[src/rtl/cdt_pkg.sv]
package cdt_pkg;
  localparam int CODE_W = 8;
  // widest gap is 63 * 16 = 1008 ticks
  localparam int DT_W   = 10;

  function automatic logic [DT_W-1:0] gap_ticks(input logic [CODE_W-1:0] c);
    logic [DT_W-1:0] g;
    if (!c[7])
      g = {{(DT_W-CODE_W){1'b0}}, c};
    else if (!c[6])
      g = (10'd64 + {4'b0, c[5:0]}) << 1;
    else if (!c[5])
      g = (10'd32 + {5'b0, c[4:0]}) << 3;
    else
      g = (10'd32 + {5'b0, c[4:0]}) << 4;
    return g;
  endfunction
endpackage

[src/rtl/cdt_decode.sv]
module cdt_decode
  import cdt_pkg::*;
(
  input  logic [CODE_W-1:0] code,
  output logic [DT_W-1:0]   ticks
);
  assign ticks = gap_ticks(code);
endmodule

[src/rtl/cdt_timer.sv]
module cdt_timer #(
  parameter int W = 10
) (
  input  logic         clk,
  input  logic         rst_n,
  input  logic         load,
  input  logic         tick,
  input  logic [W-1:0] load_val,
  output logic         busy
);
  logic [W-1:0] cnt;

  always_ff @(posedge clk) begin
    if (!rst_n)                 cnt <= '0;
    else if (load)              cnt <= load_val;
    else if (tick && cnt != 0)  cnt <= cnt - 1'b1;
  end

  assign busy = (cnt != '0);

  // a load captures the value presented on that edge
  p_reload_r8: assert property (@(posedge clk) disable iff (!rst_n)
    load |=> cnt == $past(load_val));
  // without a tick the count holds
  p_hold_r9: assert property (@(posedge clk) disable iff (!rst_n)
    (!load && !tick) |=> $stable(cnt));
  // a tick removes exactly one unit
  p_step_r9: assert property (@(posedge clk) disable iff (!rst_n)
    (!load && tick && busy) |=> cnt == $past(cnt) - 1'b1);
endmodule

[src/rtl/cdt_drive.sv]
module cdt_drive (
  input  logic ref_lvl,
  input  logic run_busy,
  input  logic en,
  input  logic keep,
  input  logic idle_busy,
  input  logic lvl_main,
  input  logic lvl_neg,
  output logic o_main,
  output logic o_neg,
  output logic o_hiz
);
  always_comb begin
    o_main = 1'b0;
    o_neg  = 1'b0;
    o_hiz  = 1'b0;
    if (en) begin
      o_main = ref_lvl & ~run_busy;
      o_neg  = ~ref_lvl & ~run_busy;
    end else if (!keep) begin
      o_hiz = 1'b1;
    end else if (!idle_busy) begin
      o_main = lvl_main;
      o_neg  = lvl_neg;
    end
  end
endmodule

[src/rtl/cdt_pair.sv]
module cdt_pair
  import cdt_pkg::*;
(
  input  logic              clk,
  input  logic              rst_n,
  input  logic              tick_en,
  input  logic              pwm_in,
  input  logic [CODE_W-1:0] dt_code,
  input  logic              out_en,
  input  logic              idle_keep,
  input  logic              idle_main,
  input  logic              idle_neg,
  output logic              drv_main,
  output logic              drv_neg,
  output logic              hiz_req
);
  localparam int N_TM = 2;  // 0: reference gap, 1: idle-entry gap

  logic            ref_q;
  logic            ref_edge;
  logic [DT_W-1:0] gap_len;
  logic [N_TM-1:0] tm_load;
  logic [N_TM-1:0] tm_busy;

  always_ff @(posedge clk) begin
    if (!rst_n) ref_q <= 1'b0;
    else        ref_q <= pwm_in;
  end

  assign ref_edge   = pwm_in ^ ref_q;
  assign tm_load[0] = ref_edge;
  // idle timer is kept primed while enabled and runs once disabled
  assign tm_load[1] = out_en;

  cdt_decode u_dec (
    .code  (dt_code),
    .ticks (gap_len)
  );

  for (genvar g = 0; g < N_TM; g++) begin : g_tm
    cdt_timer #(.W(DT_W)) u_tm (
      .clk      (clk),
      .rst_n    (rst_n),
      .load     (tm_load[g]),
      .tick     (tick_en),
      .load_val (gap_len),
      .busy     (tm_busy[g])
    );
  end

  cdt_drive u_drv (
    .ref_lvl   (ref_q),
    .run_busy  (tm_busy[0]),
    .en        (out_en),
    .keep      (idle_keep),
    .idle_busy (tm_busy[1]),
    .lvl_main  (idle_main),
    .lvl_neg   (idle_neg),
    .o_main    (drv_main),
    .o_neg     (drv_neg),
    .o_hiz     (hiz_req)
  );

  // complementary drives never overlap while enabled
  p_no_overlap_r6: assert property (@(posedge clk) disable iff (!rst_n)
    out_en |-> !(drv_main && drv_neg));
  // an edge with a nonzero gap leaves both drives off
  p_edge_gap_r5: assert property (@(posedge clk) disable iff (!rst_n)
    (ref_edge && gap_len != 0) |=> (!out_en || (!drv_main && !drv_neg)));
  // a float request never coexists with an active drive
  p_hiz_quiet_r10: assert property (@(posedge clk) disable iff (!rst_n)
    hiz_req |-> (!drv_main && !drv_neg));
  // keeping control never floats the pads
  p_keep_drive_r11: assert property (@(posedge clk) disable iff (!rst_n)
    (!out_en && idle_keep) |-> !hiz_req);
  // first disabled cycle is inactive when a gap is programmed
  p_idle_first_r11: assert property (@(posedge clk) disable iff (!rst_n)
    (out_en && gap_len != 0) ##1 (!out_en && idle_keep && $stable(dt_code))
      |-> (!drv_main && !drv_neg));
endmodule

[config.mk]
export PLATFORM = sky130hd
export DESIGN_NAME = cdt_pair
export DESIGN_NICKNAME = d
export VERILOG_FILES = /design/src/rtl/cdt_pkg.sv /design/src/rtl/cdt_decode.sv /design/src/rtl/cdt_timer.sv /design/src/rtl/cdt_drive.sv /design/src/rtl/cdt_pair.sv
export SDC_FILE = /design/constraint.sdc
export NUM_CORES = 1
export LEC_CHECK = 0
export ABC_AREA = 1
export BUFFER_PORTS_ARGS = -buffer_cell sky130_fd_sc_hd__buf_2
export CORE_MARGIN = 1
export CORE_UTILIZATION = 60
export CTS_BUF_LIST = sky130_fd_sc_hd__clkbuf_8
export CTS_CLUSTER_SIZE = 12
export DETAILED_ROUTE_END_ITERATION = 10
export PLACE_DENSITY = 0.87
export RECOVER_POWER = 50
export SYNTH_ARGS = -nofsm -noshare
export SYNTH_HDL_FRONTEND = slang
export SYNTH_SLANG_ARGS = --single-unit
export TNS_END_PERCENT = 5
[constraint.sdc]
create_clock -name clk -period 1.6 [get_ports clk]
set_input_delay 0.16 -clock clk [delete_from_list [all_inputs] [get_ports clk]]
set_output_delay 0.16 -clock clk [all_outputs]
set_load 0.02 [all_outputs]
=== Word level (Yosys, flattened, before mapping) ===
Index checks and enable logic that the tools add are counted.

* $add $sub $neg: 4
* $mul: 0
* Div/mod/pow operators: 0
* Order comparisons: 0
* Equal/unequal tests: 0
* Shift operators: 0
* Muxes and demuxes: 15
* Bitwise logic cells: 5
* Reduce and logical (&&, ||, !) cells: 6

{| class="wikitable"
|+ Operators with widths
! cell !! count
|-
| $mux W10 || 7
|-
| $reduce_bool A10 Y1 || 2
|-
| $sub A10 B1 Y10 const B || 2
|-
| $add A7 B6 Y8 const A || 1
|-
| $mux W1 || 8
|-
| $add A6 B5 Y7 const A || 1
|-
| $reduce_bool A2 Y1 || 2
|-
| $and A1 B1 Y1 || 2
|-
| $logic_and A1 B1 Y1 || 2
|-
| $not A1 Y1 || 2
|-
| $xor A1 B1 Y1 || 1
|}

* Register bits: 21
* Bits in latches: 0
* Memory bits (writable): 0
* Memory bits (read-only): 0
* Output and inout port bits: 3
* Word-level logic and storage cells: 33
* Memories kept: 0

=== Longest topological paths before layout ===
* Word-level depth: 5
* Depth in mapped cells: 11
* Mapped depth without buffers: 11

=== Cells and area by module ===
From an unflattened synthesis, not the netlist that was laid out.

* Cell total of the unflattened synthesis: 309
* Area, all modules: 1,814.2 um^2

{| class="wikitable"
|+ Modules (own cells, without submodules)
! module !! times used !! cells each !! area an instance (um^2) !! sequential area each (um^2)
|-
| cdt_timer || 2 || 122 || 758.2 || 200.2
|-
| cdt_decode || 1 || 43 || 195.2 || 0.0
|-
| cdt_drive || 1 || 14 || 56.3 || 0.0
|-
| cdt_pair || 1 || 8 || 46.3 || 20.0
|}

=== Least setup slack after synthesis ===
No wires, ideal clock.

* Kind: reg2out
* From: reg g_tm[0].u_tm.cnt[0]
* To: out drv_main
* Data arrival time: 1,496 ps
* Required time: 1,440 ps
* Path slack: -56 ps
* Cell stages (with the launch flop): 9
* Path buffers: 0
* Path through: dfxtp_1 inv_1 ha_1 inv_1 nor2_1 nand2_1 nor2_1 nand3_1 o22ai_1

* Cells in the longest elaborated chain, start to end: 4

{| class="wikitable"
|+ Ends and longest elaborated chain
! what !! line !! text
|-
| start: declaration || cdt_timer.sv:11 || <nowiki>logic [W-1:0] cnt;</nowiki>
|-
| start signal: assignment || cdt_timer.sv:15 || <nowiki>else if (load) cnt <= load_val;</nowiki>
|-
| start signal: assignment || cdt_timer.sv:16 || <nowiki>else if (tick && cnt != 0) cnt <= cnt - 1'b1;</nowiki>
|-
| $reduce_bool A10 Y1 || cdt_timer.sv:19 || <nowiki>assign busy = (cnt != '0);</nowiki>
|-
| $not A1 Y1 || cdt_drive.sv:18 || <nowiki>o_main = ref_lvl & ~run_busy;</nowiki>
|-
| $and A1 B1 Y1 || cdt_drive.sv:18 ||
|-
| $mux W1 || cdt_drive.sv:17 || <nowiki>if (en) begin</nowiki>
|-
| end: declaration || cdt_pair.sv:13 || <nowiki>output logic drv_main,</nowiki>
|}

Every way passes these cells.

=== Worst setup path in the final report ===
* From: reg g_tm[1].u_tm.cnt[0]
* To: out drv_main

* Cells in the longest elaborated chain, start to end: 4

{| class="wikitable"
|+ Ends and longest elaborated chain
! what !! line !! text
|-
| start: declaration || cdt_timer.sv:11 ||
|-
| start signal: assignment || cdt_timer.sv:15 ||
|-
| start signal: assignment || cdt_timer.sv:16 ||
|-
| $reduce_bool A10 Y1 || cdt_timer.sv:19 ||
|-
| $mux W1 || cdt_drive.sv:22 || <nowiki>end else if (!idle_busy) begin</nowiki>
|-
| $mux W1 || cdt_drive.sv:20 || <nowiki>end else if (!keep) begin</nowiki>
|-
| $mux W1 || cdt_drive.sv:17 ||
|}

Every way passes these cells.

==> PnR_summary.wiki <==
{| class="wikitable"
! Metric !! Value
|-
| Clock power share || 0.174
|-
| Destination of the critical timing path || drv_main
|-
| Largest net degree at the start of global routing || 15
|-
| Timing-limited maximum frequency || 0.562 GHz
|-
| Violations in the final reports || setup timing
|-
| Height of the chip || 54.5 um
|-
| Worst min-delay path category || input port to flop
|-
| Slew Limit Headroom || 0.765
|-
| Drc violations || 0
|-
| Average cell area after synthesis || 5.66 sq um
|-
| CTS H-tree lvls || 1
|-
| Remaining Overflow, GRT || 0
|-
| Period Utilization, post-route || 1.11
|-
| Worst setup path startpoint || g_tm[1].u_tm.cnt[0]
|-
| Combinational group share of total power || 0.506
|-
| Delay contributed by the slowest stage of the critical path || 340 ps
|-
| Drt total wl || 4730 um
|-
| Power per standard cell area || 979 mW/mm^2
|-
| Status || finished, violations left
|-
| Clock network latency to the later pin of the worst-skew pair || 260 ps
|-
| Fraction of layout cells with a size suffix above 1 || 0.253
|-
| Area used by multi-input combinational logic || 0.00120 sq mm
|-
| RePlAce Congestion || 0.926
|-
| Number of top-level design ports || 19
|-
| Peak supply drop || 0.863 mV
|-
| Inserted Clock Buffers || 3
|-
| Count of non-filler cells in the finished layout || 362
|-
| Sinks on the clock net || 21
|-
| Worst-case hold slack || 117 ps
|-
| Endpoint of the most critical register-to-register path || g_tm[1].u_tm.cnt[0]
|-
| Number of cells traversed by the worst register-to-register path || 13
|-
| Diode count || 0
|-
| Cell area after synthesis || 0.00165 sq mm
|-
| Nets in the synthesized netlist || 310
|-
| Count of port buffers added during placement || 18
|-
| Static leakage || 1.05 nW
|-
| Starting utilization of the core area || 0.650
|-
| Clk root buf || sky130_fd_sc_hd__clkbuf_8
|-
| Classification of the worst setup path || flop to primary output
|-
| Slew at the pin closest to its max-slew limit || 350 ps
|-
| Via count of the first global-routing pass || 1661
|-
| Post-synthesis to final-layout area growth || 27.8%
|-
| CP endpoint kind || primary output
|-
| Hold violation total from the final report || 0
|-
| Internal Power || 1.20 mW
|-
| Fillers || 188
|-
| Wire length of the first global-routing pass || 6880 um
|-
| Power share of the sequential group || 0.320
|-
| Placed wire-length estimate after detailed placement || 3210 um
|-
| Clock-pin slew of the registers on the worst-case setup and hold paths || 80 ps
|-
| Launching point of the worst reg2reg path || g_tm[1].u_tm.cnt[0]
|-
| Net load switching power || 0.869 mW
|-
| Unrepaired setup endpoints after global routing || true
|-
| Sequential element share of the synthesized area || 0.254
|-
| Yosys reg bits || 21
|-
| Leading area contributor after synthesis || sky130_fd_sc_hd__dfxtp_1
|-
| Net total in the final layout || 351
|-
| Switching share of power || 0.420
|-
| Number of pins with negative max-slew slack in the final report || 0
|-
| Row Count || 18
|-
| Final Setup Violations || 12
|-
| Critical path fanouts, max || 2
|-
| Violation count after the first detailed-routing iteration || 112
|-
| Largest cells by area after synthesis || sky130_fd_sc_hd__dfxtp_1, sky130_fd_sc_hd__nand2_1, sky130_fd_sc_hd__nand3_1
|-
| Total via count in the routed design || 2025
|-
| Tot GR Track Use || 0.322
|-
| Post-layout minimum cycle time || 1780 ps
|-
| Area share of the largest cell type after synthesis || 0.254
|-
| Overall die width || 54.5 um
|-
| Maximum number of buffers from clock root to sink || 2
|-
| CTS tree || done
|-
| List of cells traversed by the critical path || inv_2 > ha_4 > nand2_4 > nor2_4 > inv_1 > nor2_2 > nand4_1 > o22ai_1 > buf_4
|-
| Worst-case register-to-register setup slack || -160 ps
|-
| Data arrival time of the worst path || 1620 ps
|-
| # Max-Cap Violations || 0
|-
| Via count normalized by instance count || 5.59
|-
| Largest clock skew in the final design || 6.19 ps
|-
| Standard cell core area || 0.00254 sq mm
|-
| Area taken by flip-flops and latches || 427 sq um
|-
| Detailed-router iteration count before antenna repair || 5
|-
| Post-synthesis cell count || 292
|-
| Slowest cell on the critical path || sky130_fd_sc_hd__dfxtp_2
|-
| Placed Instances || 347
|-
| Required @ worst endpoint || 1440 ps
|-
| Synth cell types || 26
|-
| Number of antenna violations at the first check in global routing || 0
|-
| Number of nets with antenna violations after detailed routing || 0
|-
| Pre-CTS setup slack || -143 ps
|-
| Area of the die || 0.00297 sq mm
|-
| Warnings from Yosys || 0
|-
| Final TNS setup || -1500 ps
|-
| Launching element type of the critical path || flop
|-
| Average routed wire per standard cell || 13.1 um
|-
| Minimum setup slack in the final design || -181 ps
|}
==> final cells by class <==
class | count | share of cell area
Clock buffer | 3 | 0.0195
Clock inverter | 1 | 0.00237
Inverter | 34 | 0.0604
Multi-Input combinational cell | 231 | 0.567
Sequential cell | 21 | 0.202
Tap cell | 30 | 0.0178
Timing Repair Buffer | 42 | 0.131
==> power groups by stage <==
stage	logic (mW)	registers (mW)	clock network [mW]
global route	1.16	0.672	0.381
CTS	0.958	0.655	0.360
finish	1.05	0.663	0.360
global placement	0.787	0.658	0
detailed placement	0.811	0.659	0
floorplan	0.578	0.647	0
==> through the flow <==
step	area, sq um	util	total power, mW
final	2110	0.831	2.07
after global routing	2110	0.831	2.22
after CTS	2050	0.807	1.97
after detailed placement	1850	0.727	1.47
after global placement	1850	0.727	1.44
after floorplan	1650	-	1.23
==> cell families (layout without fill, tap and decap cells) <==
family / Yosys count / count (layout) / share of synthesized area
adders and majority gates: 2 / 2 / 0.0151
xor gates and xnor gates: 3 / 3 / 0.0204
AOI/OAI and AO/OA: 38 / 38 / 0.126
and+or+nand+nor: 188 / 188 / 0.489
buffers and inverters: 40 / 80 / 0.0946
DFF: 21 / 21 / 0.254
==> worst max-delay path, delay by kind of cell (launching register included) <==
| kind | cells | cell delay (ps) |
|---|---|---|
| buf+inv | 3 | 300 |
| simple gates | 4 | 410 |
| fa+ha+maj | 1 | 140 |
| compound gates | 1 | 160 |
| flops | 1 | 340 |
==> sequential cells by signal, indices dropped and copies added (netlist names) <==
| name | cells |
|---|---|
| ref_q | 1 |
| g_tm.u_tm.cnt | 20 |
==> cells in the mapped netlist <==
master                      n
sky130_fd_sc_hd__a21oi_1   16
sky130_fd_sc_hd__a21oi_4    1
sky130_fd_sc_hd__buf_2      2
sky130_fd_sc_hd__buf_4      1
sky130_fd_sc_hd__clkbuf_1   3
sky130_fd_sc_hd__clkinv_1   1
sky130_fd_sc_hd__dfxtp_1   21
sky130_fd_sc_hd__ha_1       2
sky130_fd_sc_hd__inv_1     31
sky130_fd_sc_hd__inv_2      2
sky130_fd_sc_hd__nand2_1   91
sky130_fd_sc_hd__nand2_4    2
sky130_fd_sc_hd__nand3_1   38
sky130_fd_sc_hd__nand3_2    1
sky130_fd_sc_hd__nand3b_1   2
sky130_fd_sc_hd__nand4_1    6
sky130_fd_sc_hd__nor2_1    43
sky130_fd_sc_hd__nor2_2     3
sky130_fd_sc_hd__o211ai_1   1
sky130_fd_sc_hd__o21ai_0   17
sky130_fd_sc_hd__o21bai_1   1
sky130_fd_sc_hd__o22ai_1    2
sky130_fd_sc_hd__or2_2      2
sky130_fd_sc_hd__xnor2_1    1
sky130_fd_sc_hd__xnor2_2    1
sky130_fd_sc_hd__xor2_1     1
==> how the worst min path moves through the flow <==
| stage | to | cells after the start | slack [ps] | from |
|---|---|---|---|---|
| after floorplan | ref_q | 2 | 250 | pwm_in |
| after global placement | ref_q | 3 | 390 | pwm_in |
| after detailed placement | ref_q | 3 | 390 | pwm_in |
| after CTS | ref_q | 3 | 110 | pwm_in |
| after global routing | ref_q | 3 | 130 | pwm_in |
| final | ref_q | 3 | 120 | pwm_in |
==> layout by cell type (no fill, tap or decap), drive strengths merged, types with 5 or more instances in the layout <==
cell / synthesis / layout
nand2: 93 / 93
clkbuf: 3 / 5
nor2: 46 / 46
nand4: 6 / 6
o21ai: 17 / 17
inv: 33 / 33
buf: 3 / 40
a21oi: 17 / 17
nand3: 39 / 39
dfxtp: 21 / 21
==> routing by layer <==
metal	global-route usage	wire (um)	vias to the layer above	share of wire
met5	0	0	-	0
met4	0.111	71	0	0.015
met3	0.0333	476	12	0.10
met2	0.518	2240	111	0.47
met1	0.443	1940	882	0.41
li1	-	-	1020	-
==> timing repair <==
action / CTS / global route
gates resized for setup: 27 / 18
endpoints found under the hold margin: 0 / 0
hold buffers: 0 / 0
setup endpoints to repair: 8 / 22
buffers inserted: 9 / 2
pin swaps: 9 / 8
gates cloned: 0 / 0
(Power assumes the default switching activity.)
